## src/rtl/tps_pkg.sv

```systemverilog
package tps_pkg;
    localparam int TILE_W = 8;
    localparam int POS_W  = $clog2(TILE_W);

    function automatic logic [TILE_W-1:0] mirror_row(input logic [TILE_W-1:0] r);
        logic [TILE_W-1:0] m;
        for (int i = 0; i < TILE_W; i++) begin
            m[i] = r[TILE_W-1-i];
        end
        return m;
    endfunction
endpackage

```

## src/rtl/tps_hold_reg.sv

```systemverilog
module tps_hold_reg
    import tps_pkg::*;
#(
    parameter int PLANES = 4,
    parameter int PAL_W  = 3
) (
    input  logic                       clk,
    input  logic                       rst_n,
    input  logic                       ld_valid,
    input  logic [PLANES*TILE_W-1:0]   ld_planes,
    input  logic [PAL_W-1:0]           ld_pal,
    input  logic                       ld_prio,
    input  logic                       ld_hflip,
    output logic [PLANES*TILE_W-1:0]   hold_planes,
    output logic [PAL_W-1:0]           hold_pal,
    output logic                       hold_prio
);
    typedef struct packed {
        logic [PLANES*TILE_W-1:0] planes;
        logic [PAL_W-1:0]         pal;
        logic                     prio;
    } hold_t;

    hold_t hold_d, hold_q;

    always_comb begin
        hold_d = hold_q;
        if (ld_valid) begin
            for (int p = 0; p < PLANES; p++) begin
                hold_d.planes[p*TILE_W +: TILE_W] = ld_hflip
                    ? mirror_row(ld_planes[p*TILE_W +: TILE_W])
                    : ld_planes[p*TILE_W +: TILE_W];
            end
            hold_d.pal  = ld_pal;
            hold_d.prio = ld_prio;
        end
    end

    always_ff @(posedge clk or negedge rst_n) begin
        if (!rst_n) begin
            hold_q <= '0;
        end else begin
            hold_q <= hold_d;
        end
    end

    assign hold_planes = hold_q.planes;
    assign hold_pal    = hold_q.pal;
    assign hold_prio   = hold_q.prio;
endmodule

```

## src/rtl/tps_plane_lane.sv

```systemverilog
module tps_plane_lane
    import tps_pkg::*;
(
    input  logic              clk,
    input  logic              rst_n,
    input  logic              xfer,
    input  logic              shift,
    input  logic [POS_W-1:0]  skip,
    input  logic [TILE_W-1:0] hold_row,
    output logic              head
);
    logic [TILE_W-1:0] row_d, row_q;

    always_comb begin
        row_d = row_q;
        if (xfer) begin
            row_d = hold_row << skip;
        end else if (shift) begin
            row_d = row_q << 1;
        end
    end

    always_ff @(posedge clk or negedge rst_n) begin
        if (!rst_n) begin
            row_q <= '0;
        end else begin
            row_q <= row_d;
        end
    end

    assign head = row_q[TILE_W-1];
endmodule

```

## src/rtl/tile_pixel_shifter.sv

```systemverilog
module tile_pixel_shifter
    import tps_pkg::*;
#(
    parameter int PLANES = 4,
    parameter int PAL_W  = 3
) (
    input  logic                        clk,
    input  logic                        rst_n,
    input  logic                        ld_valid,
    input  logic [PLANES*TILE_W-1:0]    ld_planes,
    input  logic [PAL_W-1:0]            ld_pal,
    input  logic                        ld_prio,
    input  logic                        ld_hflip,
    input  logic                        line_start,
    input  logic [POS_W-1:0]            fine_x,
    input  logic                        pix_en,
    output logic                        pix_valid,
    output logic [PLANES-1:0]           pix_index,
    output logic [PAL_W-1:0]            pix_pal,
    output logic                        pix_prio,
    output logic                        pix_transp
);
    localparam logic [POS_W-1:0] LAST_POS = POS_W'(TILE_W - 1);

    typedef struct packed {
        logic [POS_W-1:0]  cnt;
        logic [PAL_W-1:0]  pal;
        logic              prio;
        logic              vld;
        logic [PLANES-1:0] idx;
        logic [PAL_W-1:0]  opal;
        logic              oprio;
        logic              transp;
    } st_t;

    st_t st_d, st_q;

    logic [PLANES*TILE_W-1:0] hold_planes;
    logic [PAL_W-1:0]         hold_pal;
    logic                     hold_prio;
    logic [PLANES-1:0]        head;
    logic                     adv, wrap, xfer, shift;
    logic [POS_W-1:0]         skip;

    tps_hold_reg #(.PLANES(PLANES), .PAL_W(PAL_W)) u_hold (
        .clk         (clk),
        .rst_n       (rst_n),
        .ld_valid    (ld_valid),
        .ld_planes   (ld_planes),
        .ld_pal      (ld_pal),
        .ld_prio     (ld_prio),
        .ld_hflip    (ld_hflip),
        .hold_planes (hold_planes),
        .hold_pal    (hold_pal),
        .hold_prio   (hold_prio)
    );

    // Pixel advance and row transfer decisions; line start outranks the pixel enable.
    always_comb begin
        adv   = pix_en && !line_start;
        wrap  = adv && (st_q.cnt == LAST_POS);
        xfer  = line_start || wrap;
        shift = adv && !wrap;
        skip  = line_start ? fine_x : '0;
    end

    for (genvar p = 0; p < PLANES; p++) begin : g_lane
        tps_plane_lane u_lane (
            .clk      (clk),
            .rst_n    (rst_n),
            .xfer     (xfer),
            .shift    (shift),
            .skip     (skip),
            .hold_row (hold_planes[p*TILE_W +: TILE_W]),
            .head     (head[p])
        );
    end

    always_comb begin
        st_d     = st_q;
        st_d.vld = adv;
        if (adv) begin
            st_d.idx    = head;
            st_d.opal   = st_q.pal;
            st_d.oprio  = st_q.prio;
            st_d.transp = (head == '0);
        end
        if (line_start) begin
            st_d.cnt  = fine_x;
            st_d.pal  = hold_pal;
            st_d.prio = hold_prio;
        end else if (wrap) begin
            st_d.cnt  = '0;
            st_d.pal  = hold_pal;
            st_d.prio = hold_prio;
        end else if (adv) begin
            st_d.cnt = st_q.cnt + 1'b1;
        end
    end

    always_ff @(posedge clk or negedge rst_n) begin
        if (!rst_n) begin
            st_q        <= '0;
            st_q.transp <= 1'b1;
        end else begin
            st_q <= st_d;
        end
    end

    assign pix_valid  = st_q.vld;
    assign pix_index  = st_q.idx;
    assign pix_pal    = st_q.opal;
    assign pix_prio   = st_q.oprio;
    assign pix_transp = st_q.transp;
endmodule

```

## config.mk

```make
export PLATFORM = sky130hd
export DESIGN_NAME = tile_pixel_shifter
export DESIGN_NICKNAME = d
export VERILOG_FILES = /design/src/rtl/tps_pkg.sv /design/src/rtl/tps_hold_reg.sv /design/src/rtl/tps_plane_lane.sv /design/src/rtl/tile_pixel_shifter.sv
export SDC_FILE = /design/constraint.sdc
export NUM_CORES = 1
export LEC_CHECK = 0
export CELL_PAD_IN_SITES_DETAIL_PLACEMENT = 1
export CELL_PAD_IN_SITES_GLOBAL_PLACEMENT = 2
export CORE_UTILIZATION = 39
export DETAILED_ROUTE_END_ITERATION = 12
export HOLD_SLACK_MARGIN = 0.05
export PLACE_DENSITY_LB_ADDON = 0.1
export SLEW_MARGIN = 20
export SYNTH_ARGS = -nofsm -noshare
export SYNTH_HDL_FRONTEND = slang
export SYNTH_SLANG_ARGS = --single-unit
```

## constraint.sdc

```tcl
create_clock -name clk -period 3.5 [get_ports clk]
set_input_delay 1.05 -clock clk [delete_from_list [all_inputs] [get_ports clk]]
set_output_delay 1.05 -clock clk [all_outputs]
set_load 0.02 [all_outputs]
```

==> Word level (Yosys, flattened, before mapping) <==
Cells that the tools add are included.
Widths: inputs -> output; s select.
{ "op_classes": {"shift": 4, "addsub": 1, "n_eq_ne": 1, "n_reduce_logical": 10, "mux": 17} }
{ "op_table": {"columns": ["op", "count"], "rows": [
  ["$mux 8", 12],
  ["$shl 8x3->8", 4],
  ["$mux 3", 3],
  ["$mux 7", 1],
  ["$logic_not 4->1", 1],
  ["$mux 4", 1],
  ["$reduce_bool 2->1", 2],
  ["$add 3x1->3 const B", 1],
  ["$eq 3x3->1 const B", 1],
  ["$logic_and 1x1->1", 3],
  ["$reduce_bool 3->1", 1],
  ["$logic_not 1->1", 2],
  ["$logic_or 1x1->1", 1]
]} }
{ "totals": {"reg_bits": 85, "output_inout_bits": 10, "elab_cells": 48, "input_bits": 45} }

==> Depth between registers and ports, before layout <==
Gate-level depths: netlist of the first run.
{ "depth": {"ltp_word": 7, "ltp_mapped": 8, "ltp_nobuf": 6} }

==> By module <==
A second synthesis of the first run with hierarchy kept.
{ "unflattened": {"hier_cells": 440, "hier_area_um2": 4897.2} }
{ "modules_own_cells": {"columns": ["module", "instances", "cells_per_inst", "seq_area_each_um2", "area_per_inst_um2"], "rows": [
  ["tps_plane_lane", 4, 58, 200.2, 613.1],
  ["tps_hold_reg", 1, 148, 900.9, 1664.1],
  ["tile_pixel_shifter", 1, 60, 426.7, 780.7]
]} }

==> Least setup slack after synthesis of the first run <==
No wires, ideal clock.
{ "synth_path": {"path_kind": "input to register", "startpoint": "in line_start", "endpoint": "reg g_lane[0].u_lane.row_q[7]", "arrival_ns": 2.172, "n_path_buf": 3, "setup_ns": 0.127, "t_required_ns": 3.373, "stages": 7, "setup_slack_ns": 1.201, "path_cell_list": "buf_6 -> and2_4 -> buf_6 -> buf_12 -> mux2_4 -> a221oi_2 -> a21oi_1"} }
{ "synth_between": {"elab_chain_cells": 6, "word_cells_on_any_way": 10, "classes_between": "shift (1); mux (2); reduce/logical (7)"} }
{ "synth_lines": {"columns": ["item", "line_no", "source"], "rows": [
  ["start, declared", "tile_pixel_shifter.sv:14", "input logic line_start,"],
  ["branches (longest 6 deep; another with $shl 8x3->8)", null, null],
  ["end signal, assigned", "tps_plane_lane.sv:27", "row_q <= row_d;"],
  ["end, declared", "tps_plane_lane.sv:12", "logic [TILE_W-1:0] row_d, row_q;"]
]} }
Parallel ways; which one is timed is not known.
A chain may end at the register's enable or synchronous reset.

==> Final worst setup path of the first run <==
{ "layout_path": {"startpoint": "in line_start", "endpoint": "reg g_lane[3].u_lane.row_q[0]"} }
{ "layout_between": {"elab_chain_cells": 6, "word_cells_on_any_way": 10, "classes_between": "shift (1); mux (2); reduce/logical (7)"} }
{ "layout_lines": {"columns": ["item", "line_no"], "rows": [
  ["branches (longest 6 deep; another with $shl 8x3->8)", null],
  ["end signal, assigned", "tps_plane_lane.sv:27"],
  ["end, declared", "tps_plane_lane.sv:12"]
]} }
Parallel ways; which one is timed is not known.

==> results of run 1 <==
Yosys cell counts, drive strengths merged (8+ instances only):
cell | instances | share of area [%]
and3 | 8 | 1.1
clkbuf | 18 | 1.4
buf | 28 | 3.9
a221oi | 14 | 2.7
nand2 | 39 | 3.1
o21ai | 19 | 2.0
dfrtp | 84 | 44
a21oi | 69 | 7.4
nor2 | 56 | 4.4
mux2i | 46 | 9.7
o211ai | 13 | 2.1
mux2 | 24 | 5.9
through the flow:
stage,setup WS (ns),util (%),area (µm²)
final,0.612,48.8,5670
after detailed placement,0.235,46.0,5350
after floorplan,1.20,-,4740
after global routing,0.451,48.8,5670
after CTS,0.609,48.8,5670
after global placement,0.205,46.0,5350
final cells by class:
| cell class | instances | area, µm² | area share [%] |
|---|---|---|---|
| well taps | 143 | 179 | 3.15 |
| clock buffers | 11 | 243 | 4.28 |
| clock inverters | 5 | 83.8 | 1.48 |
| repair buffers | 73 | 683 | 12.0 |
| flip-flops and latches | 85 | 2130 | 37.5 |
| multi-input cells | 353 | 2350 | 41.4 |
| inverters | 2 | 7.51 | 0.132 |
where the power goes:
group          internal, mW  total [mW]  switching (mW)
sequential             1.11        1.23           0.114
clock                 0.646        1.05           0.401
combinational         0.270       0.562           0.292
cell usage in the layout (no fill, tap or decap), types with 3 or more instances in the layout:
master,synthesis,final
and3_1,8,8
nor2_1,56,56
nand3b_1,3,3
buf_4,7,19
a221oi_1,13,13
dfrtp_1,84,84
a21boi_0,3,3
clkdlybuf4s50_1,0,51
mux2i_1,46,46
o21ai_0,19,19
a22o_1,4,4
nor2b_1,3,3
mux4_2,3,3
nor3_1,6,6
o21a_1,5,5
mux2_2,22,22
clkbuf_16,0,9
a21oi_1,68,68
nand2b_1,6,6
or2_2,5,5
o211ai_1,13,13
a211o_1,5,5
nand2_1,38,38
routing by layer:
metal | share of wire [%] | up-vias
li1 | - | 1826
met1 | 50 | 1915
met2 | 45 | 99
met3 | 4.2 | 15
met4 | 1.6 | 0
met5 | 0 | -
sequential cells by signal (all words and copies together), names as in the netlist:
register	flops
st_q	7
g_lane.u_lane.row_q	32
pix_transp	1
pix_valid	1
u_hold.hold_pal	3
u_hold.hold_planes	32
pix_pal	3
pix_prio	1
u_hold.hold_prio	1
pix_index	4
critical path, delay by kind of cell:
family	cells	cell delay [ns]
simple gates	2	0.67
compound gates	2	0.40
buf+inv	3	1.06
path summary, 6_finish.rpt:
kind / from / endpoint / slack (ns) / depth (start not counted)
worst max-delay path: line_start / g_lane[3].u_lane.row_q[0] / 0.61 / 7
max in group asynchronous: rst_n / u_hold.hold_planes[0] / 2.19 / 2
worst min-delay path: st_q[13] / pix_pal[2] / 0.48 / 2
min in group asynchronous: rst_n / pix_index[3] / 0.67 / 1
worst min register to register: st_q[13] / pix_pal[2] / 0.48 / 2
worst max register to register: st_q[14] / g_lane[0].u_lane.row_q[5] / 1.24 / 6
logic make-up after synthesis:
group,after synthesis,synth area share (%)
buffers and inverters,48,5.47
adders and majority gates,2,0.528
muxes,73,17.0
and+or+nand+nor,135,13.0
AOI/OAI and AO/OA,143,19.0
DFF,85,44.9
==> impl_metrics.yaml, run 1 <==
floorplanning:
  chipHeight_um: 112
  start_util_pct: 40.8
  die-area_um2: 12600
  die_x_um: 112
  io_pins: 55
  core_area_um2: 11600
  num_rows: 39
cts:
  cts-root-buf: "clkbuf_16"
  clkSlewWorstSetupHoldPaths_ns: 0.06
  cts_buffers: 9
  cts_tree: "done"
  cts.sinks: 85
  clock_path_buffers: 2
  post_cts_buffers: 0
  htree_levels: 3
  clk_latency_ns: 0.35
  cts_resized: 0
  holdBufCountCts: 0
sta:
  finalSetupViolations: 0
  fin_skew_ns: 0.0104
  worst_pin_slew_ns: 0.906
  timing.final.crit_share_pct: 82.5
  period_minus_slack_ns: 2.89
  fmax_mhz: 346
  relSlewSlack_pct: 39.4
  fin_setup_tns_ns: 0
  hold_violations: 0
  rsz0062_at_grt: "no"
  hold_ws_ns: 0.480
  final-max-slew-violation-count: 0
critical_path:
  end_kind: "flop"
  crit_path_cell_trace: "clkdlybuf4s50_1 > buf_4 > buf_4 > nor3b_1 > a21oi_1 > nor2_1 > a22o_1"
  cp_max_fo: 11
  slowest_stage: "clkdlybuf4s50_1"
  critPathMaxStageDelay_ns: 0.67
  critical_path_arrival_ns: 3.18
  required_ns: 3.79
  worst-setup-path-type: "in -> reg"
  start_kind: "primary input"
  cpMostUsedCell: "buf_4"
drt:
  drt_iter0_markers: 227
  routed_wl_mm: 13.3
  vias: 3855
  drc: 1
  ant_nets: 0
  wl_per_cell_um: 19.8
  drt_pass1_iterations: 8
  via_per_inst: 5.74
synthesis:
  yosysSeqAreaShare_pct: 44.9
  syn_area_per_cell_um2: 9.74
  ys_warn_count: 0
  async_flop_share_pct: 100
  syn_area_um2: 4740
  synth_cells: 486
  synthesis.nets: 533
  ys_ff_latch: 85
  synth_ff_type: "dfrtp_1"
  synth_edf_count: 0
  ys_types: 48
layout:
  diodes: 0
  drive_gt1_share_pct: 14.0
  fin_nets: 571
  fill_cells: 1313
  instances_no_fill: 672
  area.growth.synth_to_final_pct: 19.8
run_status:
  status: "finished, violations left"
  violations: "DRC"
job:
  maxCapViolations: 0
global_route:
  use_met3_pct: 4.91
  grtUsageMet1_pct: 32.5
  grt_overflow: 0
  grt_pass1_vias: 3970
  grt_pass1_wl_mm: 21.9
  antenna_found_initial: 0
  grt_use_met2_pct: 33.8
  grt_start_max_net_pins: 49
  grt_usage_pct: 22.6
  top_usage_layer: "met2"
placed_design:
  hpwl_mm: 9.74
  gp_congestion: 0.884
  dp.cells: 656
  numPortBuffers: 54
power:
  p_leak_nw: 2.44
  total_power_mw: 2.83
  powerDensity_nw_per_um2: 500
  vdd_drop_max_mv: 0.250
worst_hold_path:
  hp-class: "reg -> reg"
No activity file was read; power rests on OpenSTA's default activity.
==> run 2, diff against run 1 <==
CORE_UTILIZATION = 36   (was 39)
clock period = 2.9 ns   (was 3.5 ns; I/O delays follow)
==> impl_metrics.yaml, run 2 (synthesis results as in run 1) <==
drt:
  routed_wl_mm: 13.2
  vias: 3846
  wl_per_cell_um: 18.5
  ant_nets: 0
  drt_iter0_markers: 255
  drt_pass1_iterations: 4
  drc: 0
  via_per_inst: 5.38
critical_path:
  slowest_stage: "clkdlybuf4s50_1"
  r2r_cells: 5
  crit_path_cell_trace: "clkdlybuf4s50_1 > buf_4 > nand2_2 > buf_4 > mux2_2 > o211ai_1 > a21oi_1"
  crit_family: "buffers and inverters"
  start_kind: "primary input"
  critical_path_arrival_ns: 2.80
  rrSetupSlack_ns: 0.71
  end_kind: "flop"
  required_ns: 3.12
  cp_max_fo: 11
  cp.depth: 7
  path_buf_inv: 3
  worst-setup-path-type: "in -> reg"
  timing.rr.end: "g_lane[3].u_lane.row_q[6]"
  startpoint: "line_start"
  worstReg2RegStart: "st_q[14]"
  cpMostUsedCell: "buf_4"
  critPathMaxStageDelay_ns: 0.57
  critPathCapture: "g_lane[0].u_lane.row_q[7]"
layout:
  drive_gt1_share_pct: 16.4
  fin_nets: 585
  post-route-util_pct: 45.9
  fill_cells: 1456
  area.growth.synth_to_final_pct: 23.4
  seq_area_um2: 2130
  diodes: 0
  final_common_cell: "dfrtp_1"
  final_cell_mix: "dfrtp_1, a21oi_1, nor2_1"
  multiInputGateArea_um2: 2350
global_route:
  grt_start_max_net_pins: 63
  grt_usage_pct: 22.0
  antenna_found_initial: 0
  grt_pass1_vias: 4136
  grt_overflow: 0
  grt_pass1_wl_mm: 22.4
floorplanning:
  chipHeight_um: 117
  die_x_um: 117
  start_util_pct: 37.2
  die-area_um2: 13600
  io_pins: 55
  core_area_um2: 12700
  num_rows: 41
power:
  vdd_drop_max_mv: 0.288
  p_leak_nw: 2.52
  powerDensity_nw_per_um2: 594
  swShare_pct: 28.8
  p_int_mw: 2.47
  p_comb_share_pct: 20.0
  power_frac_seq_pct: 42.4
  p_sw_mw: 1.00
  clock_power_share_pct: 37.6
sta:
  fmax_mhz: 387
  period_minus_slack_ns: 2.58
  fin_skew_ns: 0.00579
  timing.final.crit_share_pct: 89.1
  relSlewSlack_pct: 41.7
  final-max-slew-violation-count: 0
  finalSetupViolations: 0
  worst_pin_slew_ns: 0.871
  hold_violations: 0
  fin_setup_tns_ns: 0
  rsz0062_at_grt: "no"
cts:
  cts_resized: 0
  cts.sinks: 85
  cts-root-buf: "clkbuf_16"
  htree_levels: 3
  post_cts_buffers: 0
  cts_tree: "done"
  cts_buffers: 9
  clock_path_buffers: 2
  clk_latency_ns: 0.35
  clkSlewWorstSetupHoldPaths_ns: 0.07
  holdBufCountCts: 0
job:
  maxCapViolations: 0
worst_hold_path:
  hp-class: "reg -> reg"
placed_design:
  hpwl_mm: 9.68
  numPortBuffers: 54
  gp_congestion: 0.809
run_status:
  status: "complete, no violations"
-- run 2: cell count changes in the layout (fill, tap and decap cells not counted), sizes merged --
cell      delta
buf         +14
clkbuf       -1
clkinvlp     -1
inv          +2
-- run 2: how the worst min path moves through the flow --
stage                            start           end  slack, ns  depth (start not counted)
final                     pix_index[0]  pix_index[0]       0.47                          2
after global routing      pix_index[0]  pix_index[0]       0.51                          2
after CTS                     st_q[13]    pix_pal[2]       0.48                          2
after detailed placement      st_q[13]    pix_pal[2]       0.46                          2
after global placement        st_q[12]    pix_pal[1]       0.45                          2
after floorplan               st_q[11]    pix_pal[0]       0.43                          2
-- run 2: metrics by stage --
step / cells / instance area (µm²) / hold WS [ns] / total power, mW / setup slack (ns)
floorplan: 486 / 4740 / 0.433 / 1.90 / 0.781
global placement: 699 / 5510 / 0.446 / 2.16 / 0.0833
detailed placement: 699 / 5510 / 0.465 / 2.19 / 0.0108
CTS: 715 / 5850 / 0.483 / 3.51 / 0.328
global route: 715 / 5850 / 0.513 / 3.65 / 0.213
finish: 715 / 5850 / 0.475 / 3.47 / 0.318
-- run 2: per-layer routing --
metal  track usage (%)  share of wire, %  routed length (µm)  up-vias
met2              34.2                46                6040       66
met5                 0                 0                   0        -
met3              4.10               3.4                 453       16
li1                  -                 -                   -     1861
met1              30.4                49                6520     1903
met4              8.61               1.8                 234        0
-- run 2: power groups by stage --
stage	combinational [mW]	sequential, mW	clock (mW)
5_1_grt	0.773	1.49	1.38
3_3_place_gp	0.677	1.49	0
3_5_place_dp	0.698	1.49	0
4_1_cts	0.704	1.47	1.34
2_1_floorplan	0.454	1.45	0
6_report	0.695	1.47	1.30
-- run 2: area by class of cell --
cell class	instances	area share, %
multi-input combinational	353	40.2
sequential	85	36.4
timing repair buffer	87	13.9
clock buffer	10	4.09
tap	172	3.68
clock inverter	6	1.61
inverter	2	0.128
-- run 2: worst min-delay path, delay by kind of cell (launching register included) --
kind | cells | cell delay [ns]
flops | 1 | 0.34
simple gates | 2 | 0.10
==> run 3, diff against run 2 <==
CAP_MARGIN = 25   (was not set)
==> results of run 3 <==
The final DEF is identical to that of run 2; final timing and power are the same.
